==> src/rtl/glob_dir_pred_pkg.sv <==
package glob_dir_pred_pkg;
  typedef logic [1:0] ctr_t;
  localparam ctr_t CTR_WEAK_NT = 2'b01;

  function automatic ctr_t ctr_step(ctr_t c, logic taken);
    if (taken) return (c == 2'b11) ? c : c + 2'd1;
    else       return (c == 2'b00) ? c : c - 2'd1;
  endfunction
endpackage

==> src/rtl/gdp_hist_reg.sv <==
module gdp_hist_reg #(
  parameter int HIST_W = 3
) (
  input  logic              clk_i,
  input  logic              rst_ni,
  input  logic              spec_en_i,
  input  logic              spec_bit_i,
  input  logic              fix_en_i,
  input  logic [HIST_W-1:0] fix_hist_i,
  input  logic              fix_bit_i,
  output logic [HIST_W-1:0] eff_hist_o
);
  logic [HIST_W-1:0] hist_q, hist_d;

  // repair overrides the stored history in the same cycle
  always_comb begin
    eff_hist_o = fix_en_i ? {fix_hist_i[HIST_W-2:0], fix_bit_i} : hist_q;
    hist_d     = hist_q;
    if (spec_en_i)     hist_d = {eff_hist_o[HIST_W-2:0], spec_bit_i};
    else if (fix_en_i) hist_d = eff_hist_o;
  end

  always_ff @(posedge clk_i or negedge rst_ni)
    if (!rst_ni) hist_q <= '0;
    else         hist_q <= hist_d;
endmodule

==> src/rtl/gdp_pattern_table.sv <==
module gdp_pattern_table
  import glob_dir_pred_pkg::*;
#(
  parameter int HIST_W = 3,
  localparam int DEPTH = 1 << HIST_W
) (
  input  logic              clk_i,
  input  logic              rst_ni,
  input  logic              upd_en_i,
  input  logic [HIST_W-1:0] upd_idx_i,
  input  logic              upd_taken_i,
  input  logic [HIST_W-1:0] rd_idx_i,
  output ctr_t              rd_ctr_o
);
  ctr_t ctr_q [DEPTH];
  ctr_t upd_val;

  assign upd_val = ctr_step(ctr_q[upd_idx_i], upd_taken_i);

  for (genvar i = 0; i < DEPTH; i++) begin : g_ent
    always_ff @(posedge clk_i or negedge rst_ni)
      if (!rst_ni)                                        ctr_q[i] <= CTR_WEAK_NT;
      else if (upd_en_i && upd_idx_i == HIST_W'(i))       ctr_q[i] <= upd_val;
  end

  // pass the in-flight update through to a same-entry read
  assign rd_ctr_o = (upd_en_i && upd_idx_i == rd_idx_i) ? upd_val : ctr_q[rd_idx_i];
endmodule

==> src/rtl/glob_dir_pred.sv <==
module glob_dir_pred
  import glob_dir_pred_pkg::*;
#(
  parameter int HIST_W = 3
) (
  input  logic              clk_i,
  input  logic              rst_ni,
  input  logic              pred_req_i,
  output logic              pred_taken_o,
  output logic [HIST_W-1:0] pred_hist_o,
  input  logic              res_valid_i,
  input  logic [HIST_W-1:0] res_hist_i,
  input  logic              res_taken_i,
  input  logic              res_mispred_i
);
  logic repair;
  ctr_t sel_ctr;

  assign repair       = res_valid_i && res_mispred_i;
  assign pred_taken_o = sel_ctr[1];

  gdp_hist_reg #(.HIST_W(HIST_W)) u_hist (
    .clk_i      (clk_i),
    .rst_ni     (rst_ni),
    .spec_en_i  (pred_req_i),
    .spec_bit_i (pred_taken_o),
    .fix_en_i   (repair),
    .fix_hist_i (res_hist_i),
    .fix_bit_i  (res_taken_i),
    .eff_hist_o (pred_hist_o)
  );

  gdp_pattern_table #(.HIST_W(HIST_W)) u_pht (
    .clk_i       (clk_i),
    .rst_ni      (rst_ni),
    .upd_en_i    (res_valid_i),
    .upd_idx_i   (res_hist_i),
    .upd_taken_i (res_taken_i),
    .rd_idx_i    (pred_hist_o),
    .rd_ctr_o    (sel_ctr)
  );
endmodule

==> config.mk <==
export PLATFORM = sky130hd
export DESIGN_NAME = glob_dir_pred
export DESIGN_NICKNAME = d
export VERILOG_FILES = /design/src/rtl/glob_dir_pred_pkg.sv /design/src/rtl/gdp_hist_reg.sv /design/src/rtl/gdp_pattern_table.sv /design/src/rtl/glob_dir_pred.sv
export SDC_FILE = /design/constraint.sdc
export NUM_CORES = 1
export LEC_CHECK = 0
export ABC_AREA = 1
export CAP_MARGIN = 5
export CORE_UTILIZATION = 35
export CTS_BUF_LIST = sky130_fd_sc_hd__clkbuf_8
export DETAILED_ROUTE_END_ITERATION = 10
export DONT_BUFFER_PORTS = 1
export PLACE_DENSITY_LB_ADDON = 0.15
export SLEW_MARGIN = 5
export SYNTH_ARGS = -nofsm -noshare
export SYNTH_HDL_FRONTEND = slang
export SYNTH_HIERARCHICAL = 1
export SYNTH_SLANG_ARGS = --single-unit
==> constraint.sdc <==
create_clock -name clk_i -period 1.8 [get_ports clk_i]
set_input_delay 0 -clock clk_i [delete_from_list [all_inputs] [get_ports clk_i]]
set_output_delay 0 -clock clk_i [all_outputs]
set_load 0.03 [all_outputs]
# Yosys cells after proc, flatten, opt, wreduce, memory -nomap -nowiden
# Cells that the tools add are included.
[op_classes]
n_addsub = 2
magnitude_cmp = 2
n_shift = 0
n_reduce_logical = 13
mux = 13
n_div = 0
bitwise_logic = 2
n_mul = 0
n_eq_ne = 9
[op_table]
columns = ["op", "n"]
rows = [
  ["two-way mux 2 bit", 8],
  ["binary-select mux 2 bit (select 3 bit)", 2],
  ["equality test 3 bit, second input constant", 4],
  ["logical AND 1 bit", 10],
  ["two-way mux 3 bit", 3],
  ["greater-or-equal comparator 4 bit, second input constant", 2],
  ["inverter 3 -> 4 bit", 2],
  ["equality test 3 x 2 -> 1 bit, second input constant", 2],
  ["equality test 3 x 1 -> 1 bit, second input constant", 1],
  ["equality test 3 bit", 1],
  ["zero test 3 bit", 1],
  ["adder 2 x 1 -> 2 bit, second input constant", 1],
  ["equality test 2 bit, second input constant", 1],
  ["zero test 2 bit", 1],
  ["nonzero test 2 bit", 1],
  ["subtractor 2 x 1 -> 2 bit, second input constant", 1],
]
[totals]
in_bits = 9
output_inout_bits = 4
mem_bits_rw = 0
latchBits = 0
mem_bits_ro = 0
register_bits = 19
n_memories = 0
word_cells = 50

# Logic depth before layout (Yosys ltp)
# Gate-level depths: netlist of the first run.
[logic_depth]
depth_word = 9
mapped_depth = 14
ltp_nobuf = 14

# Modules after synthesis
# Netlist of the first run, hierarchy kept.
[modules_own_cells]
columns = ["module", "seq_area_each_um2", "area_each_um2", "cells_each", "n_inst"]
rows = [
  ["gdp_pattern_table", 410.4, 1147.4, 180, 1],
  ["gdp_hist_reg", 75.1, 191.4, 29, 1],
  ["glob_dir_pred", 0.0, 7.5, 2, 1],
]

# Worst setup path before layout of the first run
# Ideal clock, no wire load.
[synth_timing]
path_kind = "reg-to-reg"
start = "register u_hist.hist_q[0]"
end = "register u_hist.hist_q[0]"
path_buffers = 1
synth_period_minus_slack_ps = 2073
t_arrival_ps = 1955
path_slack_ps = -273
stages_incl_launch_ff = 12
cell_sequence = "dfrtp_1 clkinv_1 nand2_2 and2_1 buf_4 nor2_1 nor4_1 inv_1 nand2_1 nand2_1 nand2_1 nand2_1"
[synth_between]
elab_chain_cells = 7
[synth_lines]
columns = ["element", "line", "text"]
rows = [
  ["start, declared", "gdp_hist_reg.sv:13", "logic [HIST_W-1:0] hist_q, hist_d;"],
  ["start signal, assigned", "gdp_hist_reg.sv:25", "else hist_q <= hist_d;"],
  ["two-way mux 3 bit *", "gdp_hist_reg.sv:17", "eff_hist_o = fix_en_i ? {fix_hist_i[HIST_W-2:0], fix_bit_i} : hist_q;"],
  ["net pred_hist_o[0]", "glob_dir_pred.sv:10", "output logic [HIST_W-1:0] pred_hist_o,"],
  ["inverter 3 -> 4 bit (not written as such)", "gdp_pattern_table.sv:27", "assign rd_ctr_o = (upd_en_i && upd_idx_i == rd_idx_i) ? upd_val : ctr_q[rd_idx_i];"],
  ["binary-select mux 2 bit (select 3 bit)", "gdp_pattern_table.sv:27", ""],
  ["two-way mux 2 bit (not written as such) (2 in series)", "gdp_pattern_table.sv:27", ""],
  ["two-way mux 2 bit *", "gdp_pattern_table.sv:27", ""],
  ["net pred_taken_o", "glob_dir_pred.sv:9", "output logic pred_taken_o,"],
  ["two-way mux 3 bit *", "gdp_hist_reg.sv:19", "if (spec_en_i) hist_d = {eff_hist_o[HIST_W-2:0], spec_bit_i};"],
]
# The timed path passes the listed nets; every way through them passes the cells marked *. The select of a mux whose other input is x is not followed.
# A chain may end at the register's enable or synchronous reset.

# Worst setup path after layout of the first run
[layout_timing]
start = "register u_hist.hist_q[0]"
end = "output port pred_taken_o"
[layout_between]
elab_chain_cells = 6
[layout_lines]
columns = ["element", "line"]
rows = [
  ["two-way mux 3 bit *", "gdp_hist_reg.sv:17"],
  ["inverter 3 -> 4 bit (not written as such)", "gdp_pattern_table.sv:27"],
  ["binary-select mux 2 bit (select 3 bit)", "gdp_pattern_table.sv:27"],
  ["two-way mux 2 bit (not written as such) (2 in series)", "gdp_pattern_table.sv:27"],
  ["two-way mux 2 bit *", "gdp_pattern_table.sv:27"],
  ["end, declared", "glob_dir_pred.sv:9"],
]
# Mark *: on every way between the ends. The rest lies on a longest branch, timed or not. The select of a mux whose other input is x is not followed.

==> results of run 1 <==
repair_timing:
action	4_1_cts	5_1_grt
setup buffers	0	2
hold endpoints to repair	22	0
hold buffers	3	0
pin swaps	0	7
gates resized for setup	1	10
setup endpoints to repair	1	1
gates cloned	0	0
worst max-delay path, delay by kind of cell (launching register included):
| kind | cells | cell delay, ns |
|---|---|---|
| buf+inv | 2 | 0.18 |
| flops | 1 | 0.37 |
| simple gates | 7 | 0.91 |
final timing paths:
check	depth (start not counted)	from	to
worst max-delay path	9	u_hist/hist_q[0]$_DFFE_PN0P_	pred_taken_o
max in group asynchronous	1	rst_ni	u_hist/hist_q[2]$_DFFE_PN0P_
worst min register to register	2	u_pht/ctr_q[8]$_DFFE_PN1P_	u_pht/ctr_q[8]$_DFFE_PN1P_
min in group asynchronous	1	rst_ni	u_pht/ctr_q[15]$_DFFE_PN0P_
worst min-delay path	4	res_taken_i	u_hist/hist_q[0]$_DFFE_PN0P_
worst max register to register	12	u_hist/hist_q[0]$_DFFE_PN0P_	u_hist/hist_q[0]$_DFFE_PN0P_
stage by stage:
stage	cells	utilization	hold WS [ns]	setup slack (ns)	power, uW
6_report	252	0.433	0.00515	0.0809	1510
2_1_floorplan	195	-	-0.296	0.0315	1010
5_1_grt	252	0.433	0.0350	-0.0297	1620
3_5_place_dp	242	0.393	-0.295	0.224	1130
4_1_cts	249	0.416	0.000969	0.0396	1460
3_3_place_gp	242	0.393	-0.295	0.245	1120
per-layer routing:
| metal | vias to the layer above | routed length (um) | part of all wire |
|---|---|---|---|
| li1 | 611 | - | - |
| met1 | 573 | 1610 | 0.51 |
| met2 | 19 | 1350 | 0.42 |
| met3 | 10 | 142 | 0.045 |
| met4 | 0 | 78 | 0.025 |
| met5 | - | 0 | 0 |
state kept, by name, indices dropped and copies added, names as in the netlist:
register       flops
u_pht/ctr_q       16
u_hist/hist_q      3
cells in the final DEF, fill, tap and decap left out:
master / count
sky130_fd_sc_hd__buf_4: 5
sky130_fd_sc_hd__dfrtp_1: 11
sky130_fd_sc_hd__inv_8: 1
sky130_fd_sc_hd__o31ai_1: 1
sky130_fd_sc_hd__clkinv_1: 1
sky130_fd_sc_hd__nand2_2: 6
sky130_fd_sc_hd__xor2_1: 1
sky130_fd_sc_hd__diode_2: 1
sky130_fd_sc_hd__nand3_1: 17
sky130_fd_sc_hd__nor4_4: 1
sky130_fd_sc_hd__nand2_1: 76
sky130_fd_sc_hd__nand2_4: 3
sky130_fd_sc_hd__inv_2: 3
sky130_fd_sc_hd__o21ai_0: 1
sky130_fd_sc_hd__inv_1: 28
sky130_fd_sc_hd__a21oi_1: 2
sky130_fd_sc_hd__nor2_1: 20
sky130_fd_sc_hd__clkinv_2: 1
sky130_fd_sc_hd__clkbuf_8: 3
sky130_fd_sc_hd__o211ai_1: 2
sky130_fd_sc_hd__buf_6: 1
sky130_fd_sc_hd__and2_1: 1
sky130_fd_sc_hd__nand3_2: 4
sky130_fd_sc_hd__o31ai_2: 1
sky130_fd_sc_hd__or2_4: 2
sky130_fd_sc_hd__dlygate4sd3_1: 3
sky130_fd_sc_hd__and2_4: 2
sky130_fd_sc_hd__dfstp_2: 8
area by class of cell:
type / instances / area (um2) / share of cell area
multi-input cells: 140 / 678 / 0.458
flip-flops and latches: 19 / 485 / 0.328
inverters: 33 / 131 / 0.0888
repair buffers: 9 / 78.8 / 0.0533
well taps: 46 / 57.6 / 0.0389
clock buffers: 3 / 41.3 / 0.0279
clock inverters: 1 / 5.00 / 0.00338
diodes: 1 / 2.50 / 0.00169
power by group through the flow:
stage               sequential [uW]  combinational, uW  clock, uW
global placement                649                466          0
floorplan                       617                394          0
finish                          644                566        302
CTS                             640                500        319
detailed placement              648                479          0
global route                    654                631        336
==> out/summary.json, run 1 <==
{
  "run_status": {"value": "finished clean"},
  "timing.final.crit_share": {"value": 0.955},
  "global_route.peak_usage_layer": {"value": "met2"},
  "clk_path_buf_depth": {"value": 2},
  "grtUsageMet2": {"value": 0.261},
  "flow.area_growth_from_synthesis": {"value": 16.0, "unit": "%"},
  "boundaryPins": {"value": 13},
  "power_switching": {"value": 566, "unit": "uW"},
  "worstPathCellList": {"value": "inv_2 > nand2_2 > and2_4 > nand2_1 > nand3_2 > nor4_4 > nand3_1 > nand2_2 > buf_6"},
  "netlist_area": {"value": 1280, "unit": "um2"},
  "critical-path-slowest-cell": {"value": "sky130_fd_sc_hd__dfrtp_1"},
  "synth_warnings": {"value": 6},
  "power.sequential.fraction": {"value": 0.426},
  "fmax": {"value": 582, "unit": "MHz"},
  "cts.clk_slew.worst_paths": {"value": 0.07, "unit": "ns"},
  "buffer_ports.inserted": {"value": 0},
  "first_global_vias": {"value": 1148},
  "path_max_fanout": {"value": 8},
  "fin_worst_skew": {"value": 0.00912, "unit": "ns"},
  "number_of_drc_violations_after_detailed_routing": {"value": 0},
  "route.detailed.wl_per_inst": {"value": 12.6, "unit": "um"},
  "criticalPathCategory": {"value": "flip-flop to primary output"},
  "grt_setup_unrepaired": {"value": "yes"},
  "floorplan.core_area": {"value": 3420, "unit": "um2"},
  "power.leakage": {"value": 0.000776, "unit": "uW"},
  "required": {"value": 1.80, "unit": "ns"},
  "ant_nets": {"value": 0},
  "critPathArrivalTime": {"value": 1.72, "unit": "ns"},
  "synthCells": {"value": 195},
  "final_cell_area": {"value": 1480, "unit": "um2"},
  "worstMarginPinSlew": {"value": 0.888, "unit": "ns"},
  "die_area": {"value": 3890, "unit": "um2"},
  "globalRouteMet1Util": {"value": 0.225},
  "nets": {"value": 215},
  "placementRows": {"value": 21},
  "antenna_found_initial": {"value": 1},
  "clkSinkCount": {"value": 19},
  "setup_viol": {"value": 0},
  "vdd_ir_drop_max": {"value": 0.417, "unit": "mV"},
  "globalRouteMet3Util": {"value": 0.0420},
  "gpl.final_weighted_congestion": {"value": 0.880},
  "detailedPlacementHpwl": {"value": 2270, "unit": "um"},
  "cellPowerDensity": {"value": 1020, "unit": "nW/um2"},
  "cts.root.buffer_cell": {"value": "sky130_fd_sc_hd__clkbuf_8"},
  "drt_pre_antenna_iters": {"value": 4},
  "hold_path_class": {"value": "primary input to flip-flop"},
  "place_area": {"value": 1340, "unit": "um2"},
  "worst-r2r-setup-slack": {"value": 0.16, "unit": "ns"},
  "cts_buffer_count": {"value": 3},
  "max-cap-violations": {"value": 0},
  "grt_pass1_wl": {"value": 5130, "unit": "um"},
  "cp-start-kind": {"value": "flip-flop"},
  "synthesis.area_per_instance": {"value": 6.54, "unit": "um2"},
  "intPower": {"value": 945, "unit": "uW"},
  "clock_power_share": {"value": 0.199},
  "critical_path.endpoint_type": {"value": "primary output"},
  "clock_insertion_delay_at_the_later_pin_of_the_skew_report": {"value": 0.26, "unit": "ns"},
  "netSwitchingFraction": {"value": 0.375},
  "combPwrFrac": {"value": 0.374},
  "fin_hold_viols": {"value": 0},
  "global_route_total_overflow": {"value": 0},
  "ratio_of_cells_with_drive_above_1_in_the_final_layout": {"value": 0.200},
  "slowest_delay": {"value": 0.37, "unit": "ns"},
  "dr_vias_cell": {"value": 4.81},
  "die_h": {"value": 62.4, "unit": "um"},
  "groute.usage.overall": {"value": 0.168},
  "grt_start_max_net_pins": {"value": 20},
  "postSynthNetCount": {"value": 204},
  "initial_utilization": {"value": 0.374},
  "path_common_cell": {"value": "sky130_fd_sc_hd__nand2_2"},
  "period_needed": {"value": 1.72, "unit": "ns"},
  "drt_iter0_markers": {"value": 76},
  "setup_tns": {"value": 0, "unit": "ns"},
  "final.fill_count": {"value": 372},
  "ctsHtreeMaxLevel": {"value": 1},
  "relSlewSlack": {"value": 0.406},
  "slew_viol_final": {"value": 0},
  "cts_tree": {"value": "built"},
  "detail_route.wirelength": {"value": 3170, "unit": "um"},
  "chipWidth": {"value": 62.4, "unit": "um"},
  "detailroute.via_count": {"value": 1213}
}
(Power assumes the default switching activity.)
==> run 2: changes to the inputs <==
--- a/config.mk
+++ b/config.mk
@@ -11,6 +11,7 @@
 export CTS_BUF_LIST = sky130_fd_sc_hd__clkbuf_8
 export DETAILED_ROUTE_END_ITERATION = 10
 export DONT_BUFFER_PORTS = 1
+export HOLD_SLACK_MARGIN = 0.03
 export PLACE_DENSITY_LB_ADDON = 0.15
 export SLEW_MARGIN = 5
 export SYNTH_ARGS = -nofsm -noshare
==> constraint.sdc (replaced) <==
create_clock -name clk_i -period 1.8 [get_ports clk_i]
set_input_delay 0.36 -clock clk_i [delete_from_list [all_inputs] [get_ports clk_i]]
set_output_delay 0.36 -clock clk_i [all_outputs]
set_load 0.03 [all_outputs]
==> out/summary.json, run 2 (synthesis gave the netlist of run 1 again) <==
{
  "detail_route.wirelength": {"value": 3060, "unit": "um"},
  "path_buf_inv": {"value": 2},
  "worstReg2RegStart": {"value": "u_hist/hist_q[0]$_DFFE_PN0P_"},
  "ctsHtreeMaxLevel": {"value": 1},
  "worstMarginPinSlew": {"value": 0.868, "unit": "ns"},
  "run_status": {"value": "finished, violations left"},
  "violations": {"value": "negative setup slack"},
  "timing.final.crit_share": {"value": 1.13},
  "drt_iter0_markers": {"value": 54},
  "cellPowerDensity": {"value": 999, "unit": "nW/um2"},
  "first_global_vias": {"value": 1183},
  "most-common-layout-cells": {"value": "sky130_fd_sc_hd__nand2_1 (73), sky130_fd_sc_hd__inv_1 (26), sky130_fd_sc_hd__nor2_1 (20)"},
  "critical_path.endpoint_type": {"value": "primary output"},
  "clock_insertion_delay_at_the_later_pin_of_the_skew_report": {"value": 0.26, "unit": "ns"},
  "fin_hold_viols": {"value": 0},
  "period_needed": {"value": 2.03, "unit": "ns"},
  "cp-start-kind": {"value": "flip-flop"},
  "dr_vias_cell": {"value": 4.81},
  "detailroute.via_count": {"value": 1212},
  "power.leakage": {"value": 0.000781, "unit": "uW"},
  "drt_pre_antenna_iters": {"value": 4},
  "fin_worst_skew": {"value": 0.00362, "unit": "ns"},
  "antenna_found_initial": {"value": 0},
  "boundaryPins": {"value": 13},
  "detailedPlacementHpwl": {"value": 2330, "unit": "um"},
  "largest-register": {"value": "u_pht/ctr_q"},
  "buffer_ports.inserted": {"value": 0},
  "vdd_ir_drop_max": {"value": 0.395, "unit": "mV"},
  "final_cell_area": {"value": 1510, "unit": "um2"},
  "ratio_of_cells_with_drive_above_1_in_the_final_layout": {"value": 0.243},
  "worst-r2r-setup-slack": {"value": 0.20, "unit": "ns"},
  "initial_utilization": {"value": 0.374},
  "final_common_cell": {"value": "sky130_fd_sc_hd__nand2_1"},
  "slack_of_the_critical_path": {"value": -0.229, "unit": "ns"},
  "slew_viol_final": {"value": 0},
  "flow.area_growth_from_synthesis": {"value": 18.0, "unit": "%"},
  "relSlewSlack": {"value": 0.420},
  "fmax": {"value": 493, "unit": "MHz"},
  "global_route_total_overflow": {"value": 0},
  "route.detailed.wl_per_inst": {"value": 12.1, "unit": "um"},
  "critical-path-slowest-cell": {"value": "sky130_fd_sc_hd__dfrtp_1"},
  "hold_end": {"value": "u_hist/hist_q[0]$_DFFE_PN0P_"},
  "gpl.final_weighted_congestion": {"value": 0.785},
  "cts.clk_slew.worst_paths": {"value": 0.07, "unit": "ns"},
  "holdCritStartpoint": {"value": "pred_req_i"},
  "setup_viol": {"value": 1},
  "max-cap-violations": {"value": 0},
  "slowest_delay": {"value": 0.35, "unit": "ns"},
  "diodes": {"value": 0},
  "path_max_fanout": {"value": 7},
  "final_cells": {"value": 252},
  "clkSinkCount": {"value": 19},
  "die_area": {"value": 3890, "unit": "um2"},
  "final.fill_count": {"value": 364},
  "placementRows": {"value": 21},
  "layout_top_registers": {"value": "u_pht/ctr_q: 16 flops, u_hist/hist_q: 3 flops"},
  "required": {"value": 1.44, "unit": "ns"},
  "floorplan.core_area": {"value": 3420, "unit": "um2"},
  "place_area": {"value": 1410, "unit": "um2"},
  "number_of_drc_violations_after_detailed_routing": {"value": 0},
  "post-route-util": {"value": 0.441},
  "worstPathCellList": {"value": "clkinv_2 > nand2_2 > and2_4 > buf_4 > nor2_1 > o31ai_1 > nand2_1 > nand2_1 > nand2_2 > nand2_4"},
  "groute.usage.overall": {"value": 0.175},
  "grt_pass1_wl": {"value": 5390, "unit": "um"},
  "hold_path_class": {"value": "primary input to flip-flop"},
  "final.hold.worst_slack": {"value": 0.220, "unit": "ns"},
  "grt_start_max_net_pins": {"value": 20},
  "worst_path_dominant_cell_family": {"value": "simple AND/OR/NAND/NOR gates"},
  "design_power_total": {"value": 1510, "unit": "uW"},
  "nets": {"value": 216},
  "largest_reg_flops": {"value": 16},
  "chipWidth": {"value": 62.4, "unit": "um"},
  "die_h": {"value": 62.4, "unit": "um"},
  "cts.root.buffer_cell": {"value": "sky130_fd_sc_hd__clkbuf_8"},
  "reg2regPathDepth": {"value": 12},
  "end_of_the_worst_register_to_register_path": {"value": "u_hist/hist_q[0]$_DFFE_PN0P_"},
  "ant_nets": {"value": 0},
  "number_of_placed_instances_taps_included": {"value": 245},
  "criticalPathCategory": {"value": "flip-flop to primary output"},
  "grt_setup_unrepaired": {"value": "yes"},
  "critPathArrivalTime": {"value": 1.67, "unit": "ns"},
  "cts_tree": {"value": "built"},
  "clk_path_buf_depth": {"value": 2},
  "cts_buffer_count": {"value": 3},
  "hold_path_depth": {"value": 2}
}
run 2: changes by cell type in the layout (fill, tap and decap cells not counted), sizes merged:
| cell | previous run | this run |
|---|---|---|
| clkinv | 2 | 3 |
| buf | 6 | 9 |
| inv | 32 | 31 |
| diode | 1 | 0 |
| dlygate4sd3 | 3 | 1 |
run 2: repair_timing:
action,in CTS,in global routing
endpoints found under the setup margin,1,1
buffers inserted,2,0
gates resized for setup,8,1
pin swaps,7,7
hold buffers,1,0
hold endpoints to repair,19,0
run 2: per-layer routing:
metal	up-vias	GRT usage	wire [um]
met3	6	0.0365	142
met5	-	0	0
met2	30	0.279	1370
met4	0	0.0669	50
li1	612	-	-
met1	564	0.233	1490
run 2: worst max-delay path by stage:
stage	end	cells past startpoint	start
CTS	pred_taken_o	9	u_hist/hist_q[2]$_DFFE_PN0P_
detailed placement	pred_taken_o	11	res_valid_i
finish	pred_taken_o	10	u_hist/hist_q[0]$_DFFE_PN0P_
floorplan	pred_taken_o	11	res_valid_i
global placement	pred_taken_o	11	res_valid_i
global route	pred_taken_o	10	u_hist/hist_q[0]$_DFFE_PN0P_
run 2: final cells by class:
class	count	area [um2]	share of cell area
clock inverters	1	5.00	0.00332
inverters	33	138	0.0914
flip-flops and latches	19	485	0.322
multi-input cells	140	702	0.466
repair buffers	10	77.6	0.0515
well taps	46	57.6	0.0382
clock buffers	3	41.3	0.0274
run 2: power breakdown:
part,total (uW),switching (uW),internal (uW)
clock network,304,150,154
registers,643,78.4,565
logic,558,333,225
total,1510,562,944
run 2: per-stage QoR:
stage / setup WS (ns) / setup TNS, ns
floorplan: -0.0668 / -0.0668
detailed placement: -0.105 / -0.105
global placement: -0.106 / -0.106
CTS: -0.223 / -0.223
finish: -0.229 / -0.229
global route: -0.271 / -0.271
